--- config.mk ---
export PLATFORM = sky130hd
export DESIGN_NAME = dma_seq_engine
export DESIGN_NICKNAME = d
export VERILOG_FILES = /design/src/rtl/dma_seq_pkg.sv /design/src/rtl/dma_seq_cfgchk.sv /design/src/rtl/dma_seq_addr.sv /design/src/rtl/dma_seq_cnt.sv /design/src/rtl/dma_seq_engine.sv
export SDC_FILE = /design/constraint.sdc
export NUM_CORES = 1
export LEC_CHECK = 0
export BUFFER_PORTS_ARGS = -buffer_cell sky130_fd_sc_hd__buf_2
export CAP_MARGIN = 0
export CORE_ASPECT_RATIO = 0.7
export CORE_MARGIN = 2
export CORE_UTILIZATION = 51
export DETAILED_ROUTE_END_ITERATION = 12
export PLACE_DENSITY_LB_ADDON = 0.3
export SLEW_MARGIN = 20
export SYNTH_ARGS = -nofsm -noshare
export SYNTH_HDL_FRONTEND = slang
export SYNTH_SLANG_ARGS = --single-unit
--- constraint.sdc ---
create_clock -name clk -period 2.5 [get_ports clk]
set_clock_uncertainty 0.15 [all_clocks]
set_input_delay 0.125 -clock clk [delete_from_list [all_inputs] [get_ports clk]]
set_output_delay 0.125 -clock clk [all_outputs]
set_load 0.05 [all_outputs]
--- src/rtl/dma_seq_pkg.sv ---
package dma_seq_pkg;
    typedef enum logic [1:0] {
        DIR_M2P = 2'd0,
        DIR_P2M = 2'd1,
        DIR_M2M = 2'd2
    } dir_e;

    typedef enum logic {
        ST_IDLE = 1'b0,
        ST_RUN  = 1'b1
    } seq_state_e;

    localparam logic [1:0] WID_BAD = 2'd3;
endpackage

--- src/rtl/dma_seq_cfgchk.sv ---
module dma_seq_cfgchk
    import dma_seq_pkg::*;
(
    input  logic [1:0] dir,
    input  logic [1:0] p_wid,
    input  logic [1:0] m_wid,
    input  logic       circ_en,
    input  logic       dbuf_en,
    input  logic       pflow_en,
    input  logic       direct_en,
    output logic       legal
);
    logic is_mm;
    logic bad_dir;
    logic bad_wid;
    logic bad_mm;
    logic bad_flow;
    logic bad_direct;

    always_comb begin
        is_mm      = (dir == DIR_M2M);
        bad_dir    = (dir == 2'd3);
        bad_wid    = (p_wid == WID_BAD) || (m_wid == WID_BAD);
        bad_mm     = is_mm && (circ_en || dbuf_en || direct_en);
        bad_flow   = pflow_en && (is_mm || circ_en || dbuf_en);
        bad_direct = direct_en && (p_wid != m_wid);
        legal      = !(bad_dir || bad_wid || bad_mm || bad_flow || bad_direct);
    end
endmodule

--- src/rtl/dma_seq_addr.sv ---
module dma_seq_addr #(
    parameter int AW = 32
) (
    input  logic          clk,
    input  logic          rst_n,
    input  logic          restart,
    input  logic [AW-1:0] restart_val,
    input  logic          step,
    input  logic          inc_en,
    input  logic [1:0]    wid,
    output logic [AW-1:0] addr
);
    logic [AW-1:0] stride;

    always_comb stride = AW'(1) << wid;

    always_ff @(posedge clk or negedge rst_n) begin
        if (!rst_n)
            addr <= '0;
        else if (restart)
            addr <= restart_val;
        else if (step && inc_en)
            addr <= addr + stride;
    end
endmodule

--- src/rtl/dma_seq_cnt.sv ---
module dma_seq_cnt #(
    parameter int CW = 16
) (
    input  logic          clk,
    input  logic          rst_n,
    input  logic          load,
    input  logic [CW-1:0] load_val,
    input  logic          dec,
    output logic [CW-1:0] cnt,
    output logic          at_one
);
    always_comb at_one = (cnt == CW'(1));

    always_ff @(posedge clk or negedge rst_n) begin
        if (!rst_n)
            cnt <= '0;
        else if (load)
            cnt <= load_val;
        else if (dec && cnt != '0)
            cnt <= cnt - CW'(1);
    end
endmodule

--- src/rtl/dma_seq_engine.sv ---
module dma_seq_engine
    import dma_seq_pkg::*;
#(
    parameter int AW = 32,
    parameter int CW = 16
) (
    input  logic          clk,
    input  logic          rst_n,
    input  logic [AW-1:0] wdata,
    input  logic          ld_padr,
    input  logic          ld_m0,
    input  logic          ld_m1,
    input  logic          ld_cnt,
    input  logic          en_wr,
    input  logic          en_val,
    input  logic [1:0]    dir,
    input  logic          p_inc,
    input  logic          m_inc,
    input  logic [1:0]    p_wid,
    input  logic [1:0]    m_wid,
    input  logic          circ_en,
    input  logic          dbuf_en,
    input  logic          pflow_en,
    input  logic          direct_en,
    input  logic          beat_done,
    input  logic          periph_last,
    output logic [AW-1:0] p_addr,
    output logic [AW-1:0] m_addr,
    output logic [AW-1:0] src_addr,
    output logic [AW-1:0] dst_addr,
    output logic          cur_mem,
    output logic [CW-1:0] cnt_val,
    output logic          active,
    output logic          xfer_done,
    output logic          cfg_err
);
    localparam logic [CW-1:0] CNT_FLOW = '1;

    seq_state_e    state, state_nx;
    logic [AW-1:0] p_base, m0_base, m1_base, m_restart_val;
    logic [CW-1:0] cnt_prog, cnt_live, cnt_load_val;
    logic          legal, at_one, cnt_load;
    logic          start_req, zero_start, go, beat, last_cnt;
    logic          loop_mode, wrap, finish, abort, restart;

    dma_seq_cfgchk cfg_i (
        .dir       (dir),
        .p_wid     (p_wid),
        .m_wid     (m_wid),
        .circ_en   (circ_en),
        .dbuf_en   (dbuf_en),
        .pflow_en  (pflow_en),
        .direct_en (direct_en),
        .legal     (legal)
    );

    always_comb begin
        loop_mode  = circ_en || dbuf_en;
        start_req  = (state == ST_IDLE) && en_wr && en_val && legal;
        zero_start = start_req && !pflow_en && (cnt_prog == '0);
        go         = start_req && !zero_start;
        beat       = (state == ST_RUN) && beat_done;
        last_cnt   = beat && !pflow_en && at_one;
        wrap       = last_cnt && loop_mode;
        finish     = (last_cnt && !loop_mode) || (beat && pflow_en && periph_last);
        abort      = (state == ST_RUN) && en_wr && !en_val;
        restart    = go || wrap;
    end

    // next-state logic
    always_comb begin
        state_nx = state;
        unique case (state)
            ST_IDLE: if (go) state_nx = ST_RUN;
            ST_RUN:  if (finish || abort) state_nx = ST_IDLE;
            default: state_nx = ST_IDLE;
        endcase
    end

    // state register
    always_ff @(posedge clk or negedge rst_n) begin
        if (!rst_n) state <= ST_IDLE;
        else        state <= state_nx;
    end

    // programmed values
    always_ff @(posedge clk or negedge rst_n) begin
        if (!rst_n) begin
            p_base   <= '0;
            m0_base  <= '0;
            m1_base  <= '0;
            cnt_prog <= '0;
        end else begin
            if (ld_padr) p_base   <= wdata;
            if (ld_m0)   m0_base  <= wdata;
            if (ld_m1)   m1_base  <= wdata;
            if (ld_cnt)  cnt_prog <= wdata[CW-1:0];
        end
    end

    // registered outputs
    always_ff @(posedge clk or negedge rst_n) begin
        if (!rst_n) begin
            xfer_done <= 1'b0;
            cfg_err   <= 1'b0;
            cur_mem   <= 1'b0;
        end else begin
            xfer_done <= zero_start || wrap || finish;
            if ((state == ST_IDLE) && en_wr && en_val)
                cfg_err <= !legal;
            if (go)
                cur_mem <= 1'b0;
            else if (wrap && dbuf_en)
                cur_mem <= !cur_mem;
        end
    end

    always_comb begin
        if (go)           m_restart_val = m0_base;
        else if (dbuf_en) m_restart_val = cur_mem ? m0_base : m1_base;
        else              m_restart_val = cur_mem ? m1_base : m0_base;
        cnt_load     = restart || (ld_cnt && state == ST_IDLE);
        cnt_load_val = restart ? cnt_prog : wdata[CW-1:0];
    end

    dma_seq_addr #(.AW(AW)) padr_i (
        .clk         (clk),
        .rst_n       (rst_n),
        .restart     (restart),
        .restart_val (p_base),
        .step        (beat),
        .inc_en      (p_inc),
        .wid         (p_wid),
        .addr        (p_addr)
    );

    dma_seq_addr #(.AW(AW)) madr_i (
        .clk         (clk),
        .rst_n       (rst_n),
        .restart     (restart),
        .restart_val (m_restart_val),
        .step        (beat),
        .inc_en      (m_inc),
        .wid         (m_wid),
        .addr        (m_addr)
    );

    dma_seq_cnt #(.CW(CW)) cnt_i (
        .clk      (clk),
        .rst_n    (rst_n),
        .load     (cnt_load),
        .load_val (cnt_load_val),
        .dec      (beat && !pflow_en),
        .cnt      (cnt_live),
        .at_one   (at_one)
    );

    always_comb begin
        active   = (state == ST_RUN);
        cnt_val  = pflow_en ? CNT_FLOW : cnt_live;
        src_addr = (dir == DIR_M2P) ? m_addr : p_addr;
        dst_addr = (dir == DIR_M2P) ? p_addr : m_addr;
    end
endmodule

Yosys cells after proc, flatten, opt, wreduce, memory -nomap -nowiden:

Index checks and enable logic that the tools add are counted.

* bits in registers: 196
* bits in latches: 0
* RAM bits: 0
* memory bits (read-only): 0
* input port bits: 54
* logic and storage cells: 93
* memories: 0

* $add $sub $neg: 3
* multiply operators: 0
* divide/modulo/power cells: 0
* $lt $le $gt $ge: 0
* eq/ne operators: 6
* shifts and indexed selects: 2
* multiplexer cells: 19
* bitwise logic cells: 1
* reduce and logical (&&, ||, !) cells: 51

Operator list (number)
* $mux 32: 10
* $add 32x32->32: 2
* $mux 16: 4
* $shl 1x2->32 const A: 2
* $logic_and 1x1->1: 23
* $eq 16x1->1 const B: 1
* $logic_not 16->1: 1
* $reduce_bool 16->1: 1
* $sub 16x1->16 const B: 1
* $logic_or 1x1->1: 15
* $eq 2x2->1 const B: 4
* $reduce_bool 2->1: 4
* $logic_not 1->1: 6
* $mux 1: 4
* $logic_not 2->1: 1
* $ne 2x2->1: 1
* $pmux 1 s2: 1
* $not 1->1: 1

Longest topological paths before layout:

Gate-level depths: netlist of run 1.

* word-level depth: 15
* depth in mapped cells: 10
* gate-level depth less buffers: 10

Cells and area by module:

From an unflattened synthesis of run 1, not the netlist that was laid out.

* cells, all modules: 1140
* area total of the unflattened synthesis: 11685.0 µm²

By module, submodules not included
* dma_seq_engine: times used 1, cells an instance 574, area an instance 6722.7 µm², sequential area each 2902.8 µm²
* dma_seq_addr: times used 2, cells an instance 212, area an instance 1898.1 µm², sequential area each 800.8 µm²
* dma_seq_cnt: times used 1, cells an instance 132, area an instance 1102.3 µm², sequential area each 400.4 µm²
* dma_seq_cfgchk: times used 1, cells an instance 10, area an instance 63.8 µm², sequential area each 0.0 µm²

Worst setup path after synthesis of run 1:

Ideal clock, no wire load.

* kind: reg-to-reg
* start: register state (netlist: active)
* end: register madr_i.addr[20]
* data arrival time: 2.371 ns
* setup slack: -0.147 ns
* stages on the path, launching flop included: 11
* buffers on the path: 4
* clock period less this slack: 2.647 ns
* cell sequence: dfrtp_1 > clkbuf_1 > and3b_1 > nor4bb_1 > and3_1 > buf_2 > a21o_1 > buf_2 > buf_2 > mux2i_1 > mux2i_1

* cells in the longest elaborated chain, start to end: 10
* elaborated cells on any way between the ends: 17

Ends and longest elaborated chain
* from (decl): RTL line dma_seq_engine.sv:39 `seq_state_e state, state_nx;`
* from (signal assigned): RTL line dma_seq_engine.sv:83 `else state <= state_nx;`
* $not 1->1: RTL line dma_seq_engine.sv:59 `start_req = (state == ST_IDLE) && en_wr && en_val && legal;`
* $logic_and 1x1->1 (3 in series): RTL line dma_seq_engine.sv:59
* $logic_and 1x1->1 (2 in series): RTL line dma_seq_engine.sv:60 `zero_start = start_req && !pflow_en && (cnt_prog == '0);`
* $logic_not 1->1: RTL line dma_seq_engine.sv:61 `go = start_req && !zero_start;`
* $logic_and 1x1->1: RTL line dma_seq_engine.sv:61
* $mux 32 / $logic_or 1x1->1 (equally long branches): RTL line dma_seq_engine.sv:119, dma_seq_engine.sv:67
* $mux 32 / $reduce_bool 2->1 (equally long branches)
* to (signal assigned): RTL line dma_seq_addr.sv:21 `addr <= restart_val;`
* to (signal assigned): RTL line dma_seq_addr.sv:23 `addr <= addr + stride;`
* to (decl): RTL line dma_seq_addr.sv:11 `output logic [AW-1:0] addr`

Parallel ways exist; a longest one is shown, timed or not.
A chain may end at the register's enable or synchronous reset.

Worst setup path after layout of run 1:

* start: register cnt_i.cnt[11]
* end: register cnt_i.cnt[9]

* cells in the longest elaborated chain, start to end: 6
* elaborated cells on any way between the ends: 10

Ends and longest elaborated chain
* from (decl): RTL line dma_seq_cnt.sv:9 `output logic [CW-1:0] cnt,`
* from (signal assigned): RTL line dma_seq_cnt.sv:18 `cnt <= load_val;`
* from (signal assigned): RTL line dma_seq_cnt.sv:20 `cnt <= cnt - CW'(1);`
* $eq 16x1->1: RTL line dma_seq_cnt.sv:12 `always_comb at_one = (cnt == CW'(1));`
* $logic_and 1x1->1: RTL line dma_seq_engine.sv:63 `last_cnt = beat && !pflow_en && at_one;`
* $logic_and 1x1->1: RTL line dma_seq_engine.sv:64 `wrap = last_cnt && loop_mode;`
* $logic_or 1x1->1: RTL line dma_seq_engine.sv:67 `restart = go || wrap;`
* $mux 16 / $logic_or 1x1->1 (equally long branches): RTL line dma_seq_engine.sv:123, dma_seq_engine.sv:122
* $mux 16 / $reduce_bool 2->1 (equally long branches)

Parallel ways exist; a longest one is shown, timed or not.

==> flow_summary.ini, run 1 <==
[final_layout]
stdcell_count = 1577
layout-drive-gt1-share_pct = 41.4
diodes = 0
area_delta_synth_final_pct = 28.4
fin_nets = 1355
finalCoreUtilization_pct = 66.6

[logic_synthesis]
yosys_warnings = 0
synth.distinct_cells = 57
synthCells = 1002
synth_ff_type = dfrtp_1
ys_ff_latch = 196
seq_area_frac_synth_pct = 45.7
synth_commonest_cells = 196 x dfrtp_1, 164 x mux2_2, 99 x nand2_1
postSynthAreaPerCell_um2 = 10.7
synth_fp_nets = 1069
netlist.area_leader.share_pct = 45.7
syn_area_mm2 = 0.0107
yosysMostFrequentCell = dfrtp_1
synth.area.top_cells = dfrtp_1 46%, mux2_2 17%, mux2i_1 5.7%
synthArstFlopShare_pct = 100
yosysTopAreaCell = dfrtp_1
synth_edf_count = 0

[power_and_ir_drop]
p_leak_nw = 6.02
p_sw_mw = 6.34
seqPwrFrac_pct = 33.8
clkPwrFrac_pct = 20.8
p_int_mw = 7.03
p_comb_share_pct = 45.4
switching_share_pct = 47.4
powerDensity_mw_per_mm2 = 970
irDropWorstVdd_uv = 726

[floorplan]
fp.coreArea_mm2 = 0.0207
rows = 44
dieHeight_um = 125
initial_utilization_pct = 51.9
fp.dieW_um = 177
die-area_mm2 = 0.0222
ioPinCount = 202

[sta]
maxSlewHeadroom_pct = 61.5
min_period_ps = 2460
worst_pin_slew_ps = 577
maxSlewViolCount = 0
rsz0062_at_grt = yes
finalHoldViolCount = 0
final-setup-viol-count = 0
fmax_mhz = 406
finalCritPeriodShare_pct = 98.4

[global_route]
grt_pass1_wl_um = 47800
grt_max_degree = 75
track_usage_pct = 27.7
overflow = 0
antenna_found_initial = 0
grt_pass1_vias = 8509

[routing]
drt-pass1-iter-count = 4
ant_nets = 0
routed_wl_um = 30900
drt-wirelength-per-cell_um = 19.6
drc = 0
vias = 8976
avgViaCountPerCell = 5.69
drtIter0Drc = 674

[placed_design]
dp_cells = 1503
port_buffers = 201
place_congestion = 0.916
dp_hpwl_um = 21700

[setup_path]
slowest_stage = or4_4
crit_path_max_fanout = 7
worstPathCellList = or4_4, nor4b_4, a31oi_2, a2111o_1, buf_6, a32oi_2, o21ai_1
arrival_ps = 2630
required_ps = 2670
slowest_delay_ps = 590
critical-path-top-delay-family = simple AND/OR/NAND/NOR gates
crit_path_start_kind = flop
critPathBufInv = 1
critPathCaptureType = flop
path_class = flop to flop

[clocking]
cts.sinks = 196
clk_pin_slew_ps = 70
clk_path_buf_depth = 2
clock_latency_ps = 440
cts-htree-levels = 4
cts_buffers = 17
cts_root_buffer = clkbuf_16
cts_tree = built

[run]
drv_cap = 0

[run_status]
status = finished, final reports clean

[worst_hold_path]
hp-class = input pin to flop
## flip-flops by register name, summed over array words and instances, names as in the netlist
register / count
padr_i.addr: 32
madr_i.addr: 32
active: 1
cnt_prog: 16
cnt_i.cnt: 16
m1_base: 32
xfer_done: 1
p_base: 32
cfg_err: 1
m0_base: 32
cur_mem: 1
## logic make-up (layout without fill, tap and decap cells)
logic type | count (synthesis) | in the layout | share of synthesized area, %
multiplexers | 225 | 225 | 22.9
XOR/XNOR | 64 | 64 | 5.22
buffers and inverters | 82 | 381 | 3.14
adder cells (fa/ha/maj) | 13 | 13 | 1.66
AO/OA/AOI/OAI | 139 | 139 | 7.88
AND/OR/NAND/NOR | 283 | 283 | 13.5
flip-flops | 196 | 196 | 45.7
## layout make-up
class | instances | area [µm²]
fillers | 1615 | 6920
repair buffers | 325 | 2210
well taps | 276 | 345
clock buffers | 17 | 425
multi-input cells | 724 | 5630
inverters | 24 | 90.1
flip-flops and latches | 196 | 4920
clock inverters | 15 | 168
## power by group through the flow
stage | sequential (mW) | clock, mW | combinational (mW)
2_1_floorplan | 5.61 | 0 | 3.13
3_3_place_gp | 4.51 | 0 | 5.89
3_5_place_dp | 4.54 | 0 | 5.96
4_1_cts | 4.49 | 2.81 | 6.04
5_1_grt | 4.60 | 2.92 | 6.39
6_report | 4.51 | 2.78 | 6.07
## path summary, 6_finish.rpt
kind	cells past startpoint	to	slack (ps)	from
worst min-delay path	3	cnt_prog[10]$_DFFE_PN0P_	20	ld_cnt
worst min register to register	2	padr_i.addr[3]$_DFFE_PN0P_	330	p_base[3]$_DFFE_PN0P_
max in group asynchronous	3	p_base[3]$_DFFE_PN0P_	1320	rst_n
min in group asynchronous	2	cnt_i.cnt[2]$_DFFE_PN0P_	90	rst_n
worst max-delay path	7	cnt_i.cnt[9]$_DFFE_PN0P_	40	cnt_i.cnt[11]$_DFFE_PN0P_
worst max register to register	7	cnt_i.cnt[9]$_DFFE_PN0P_	40	cnt_i.cnt[11]$_DFFE_PN0P_
## what timing repair did
| action | CTS | global route |
|---|---|---|
| hold buffers | 40 | 0 |
| endpoints found under the hold margin | 195 | 0 |
| endpoints found under the setup margin | 13 | 52 |
| pin swaps | 0 | 3 |
| gates resized for setup | 3 | 25 |
| buffers inserted | 0 | 1 |
| gates cloned | 0 | 1 |
## cells in the final DEF (no fill, tap or decap), types with 5 or more instances in the layout
master	count
dfrtp_1	186
a21oi_1	14
nor2b_1	5
inv_1	24
buf_2	200
xnor2_1	48
nor3_1	25
buf_12	11
nand4_1	12
o21ai_0	53
o211ai_1	10
nand2_1	99
or3_1	7
buf_4	69
and4_1	6
xor2_1	16
dfrtp_2	10
mux2_2	164
or2_2	18
nand3_1	23
inv_6	5
o31ai_1	5
clkbuf_16	18
a31oi_1	10
mux2i_1	61
nor3b_1	8
ha_1	11
and3_1	8
dlygate4sd3_1	40
nor2_1	36
o21ai_1	11
and2_1	5
## routing by layer
metal / track usage [%] / up-vias / wire length, µm / share of wire, %
li1: - / 4141 / - / -
met1: 41.7 / 4470 / 14600 / 47
met2: 41.3 / 327 / 13700 / 44
met3: 4.59 / 38 / 2070 / 6.7
met4: 7.62 / 0 / 517 / 1.7
met5: 0 / - / 0 / 0
## worst reg2reg max path: cells and delay by family, from the launching register on
family | cells | cell delay [ps]
AOI/OAI and AO/OA | 4 | 750
buffers and inverters | 1 | 160
and+or+nand+nor | 2 | 900
DFF | 1 | 380
## metrics by stage
| step | instance area [µm²] | setup TNS [ps] | total power [mW] | hold WS, ps | setup slack (ps) |
|---|---|---|---|---|---|
| final | 13800 | 0 | 13.4 | 21.3 | 39.7 |
| after global routing | 13800 | -327 | 13.9 | 60.6 | -66.8 |
| after CTS | 13600 | 0 | 13.3 | 5.12 | 16.7 |
| after detailed placement | 12600 | -152 | 10.5 | 7.51 | -28.0 |
| after global placement | 12600 | -260 | 10.4 | 3.31 | -33.4 |
| after floorplan | 10800 | 0 | 8.74 | -321 | 4.58 |
Power figures use the tool's default switching activity.
==> run 2: changes to the inputs <==
--- a/constraint.sdc
+++ b/constraint.sdc
@@ -4,2 +4,2 @@
 set_output_delay 0.125 -clock clk [all_outputs]
-set_load 0.05 [all_outputs]
+set_load 0.02 [all_outputs]
==> run 2 against run 1 <==
Compared with the run above: critical path depth down 1; maximum frequency is 1.3% higher; die area stayed put; first-iteration DRC count increased by 2.8%; via count about the same; design area down 0.91%; clock power decreased by 4%; routed wire length grew 0.17%; total power decreased by 15%; largest power group is now registers; non-clock buffer count shrank 4.
==> flow_summary.ini, run 2 (same netlist as run 1, synthesis figures left out) <==
[run_status]
status = finished, final reports clean

[sta]
fin_ws_ps = 71.7
maxSlewHeadroom_pct = 61.3
finalCritPeriodShare_pct = 97.1
worst_pin_slew_ps = 581
min_period_ps = 2430
rsz0062_at_grt = yes
final-setup-viol-count = 0
holdWs_ps = 17.9
fmax_mhz = 412
finalHoldViolCount = 0
maxSlewViolCount = 0

[floorplan]
fp.coreArea_mm2 = 0.0207
initial_utilization_pct = 51.9
die-area_mm2 = 0.0222
ioPinCount = 202
dieHeight_um = 125
fp.dieW_um = 177
rows = 44

[power_and_ir_drop]
p_comb_share_pct = 37.4
irDropWorstVdd_uv = 548
switching_share_pct = 39.1
p_int_mw = 6.95
powerDensity_mw_per_mm2 = 835
clkPwrFrac_pct = 23.3
p_sw_mw = 4.46
seqPwrFrac_pct = 39.3
p_leak_nw = 6.01

[global_route]
grt_max_degree = 75
track_usage_pct = 27.6
antenna_found_initial = 0
overflow = 0
grt_pass1_vias = 8659
grt_pass1_wl_um = 47700

[clocking]
cts-htree-levels = 4
clock_latency_ps = 440
cts_buffers = 17
cts_root_buffer = clkbuf_16
cts_tree = built
cts.sinks = 196
clk_pin_slew_ps = 70
clk_path_buf_depth = 2

[final_layout]
mostFrequentLayoutCell = buf_2
diodes = 0
area_delta_synth_final_pct = 27.3
most-common-layout-cells = 200 x buf_2, 195 x dfrtp_1, 164 x mux2_2
fin_nets = 1351
layout-drive-gt1-share_pct = 39.9
n_fill_cell = 1661
finalCoreUtilization_pct = 66.0

[setup_path]
crit_path_start_kind = flop
arrival_ps = 2610
worstPathCellList = or3_1, or3_4, a2111o_1, buf_6, a32oi_2, o21ai_1
critPathCaptureType = flop
crit_path_max_fanout = 7
critPathBufInv = 1
required_ps = 2680
critical-path-top-delay-family = simple AND/OR/NAND/NOR gates
path_class = flop to flop
slowest_stage = a2111o_1
slowest_delay_ps = 470

[placed_design]
dp_hpwl_um = 21300
place_congestion = 0.914
port_buffers = 201
dpl_worst_slack_ps = -55.3

[worst_hold_path]
hp-class = input pin to flop

[routing]
ant_nets = 0
vias = 8973
drt-wirelength-per-cell_um = 19.7
drtIter0Drc = 693
avgViaCountPerCell = 5.70
drt-pass1-iter-count = 6
routed_wl_um = 30900
drc = 0

[run]
drv_cap = 0
==> run 2: through the flow <==
step	power (mW)	cell area [µm²]	cells	setup TNS, ps
floorplan	6.97	10700	1002	0
global placement	8.57	12500	1496	-13.9
detailed placement	8.67	12500	1496	-96.8
CTS	11.4	13500	1568	0
global route	12.0	13700	1573	-4.01
finish	11.4	13700	1573	0
==> run 2: worst min-delay path: stages <==
cell	delay, ps
buf_2	80
o21ai_0	70
a31oi_1	140
o31ai_1	80
o21ai_0	70
==> run 2: cell type report <==
type | instances | area [µm²] | share of cell area, %
timing repair buffer | 321 | 2180 | 15.9
sequential | 196 | 4910 | 35.9
clock inverter | 13 | 123 | 0.898
clock buffer | 19 | 433 | 3.17
multi-input combinational | 724 | 5580 | 40.9
tap | 276 | 345 | 2.53
inverter | 24 | 90.1 | 0.660
==> run 2: final timing paths <==
| path | startpoint | end | slack, ps | cells after the start |
|---|---|---|---|---|
| min in group asynchronous | rst_n | cnt_i.cnt[1]$_DFFE_PN0P_ | 90 | 2 |
| worst min-delay path | en_val | active$_DFF_PN0_ | 20 | 5 |
| worst max-delay path | cnt_prog[12]$_DFFE_PN0P_ | cnt_i.cnt[13]$_DFFE_PN0P_ | 70 | 6 |
| worst max register to register | cnt_prog[12]$_DFFE_PN0P_ | cnt_i.cnt[13]$_DFFE_PN0P_ | 70 | 6 |
| worst min register to register | p_base[14]$_DFFE_PN0P_ | padr_i.addr[14]$_DFFE_PN0P_ | 330 | 2 |
| max in group asynchronous | rst_n | padr_i.addr[8]$_DFFE_PN0P_ | 1450 | 3 |
==> run 2: power groups by stage <==
stage	registers [mW]	clock network, mW	logic, mW
final	4.49	2.66	4.26
after detailed placement	4.52	0	4.15
after floorplan	4.79	0	2.18
after global routing	4.58	2.80	4.58
after CTS	4.47	2.68	4.23
after global placement	4.49	0	4.08
==> run 2: layer usage <==
| metal | GRT usage [%] | share of wire [%] | wire, µm | vias to the layer above |
|---|---|---|---|---|
| met5 | 0 | 0 | 0 | - |
| met4 | 8.53 | 1.8 | 547 | 0 |
| met3 | 4.65 | 6.7 | 2080 | 37 |
| met2 | 40.5 | 45 | 13800 | 326 |
| met1 | 41.6 | 47 | 14500 | 4485 |
| li1 | - | - | - | 4125 |
==> run 2: repair_timing <==
action,in CTS,in global routing
hold buffers,40,0
gates cloned,0,2
setup buffers,0,3
gates resized for setup,2,21
endpoints found under the hold margin,304,0
endpoints found under the setup margin,8,50
pin swaps,0,6
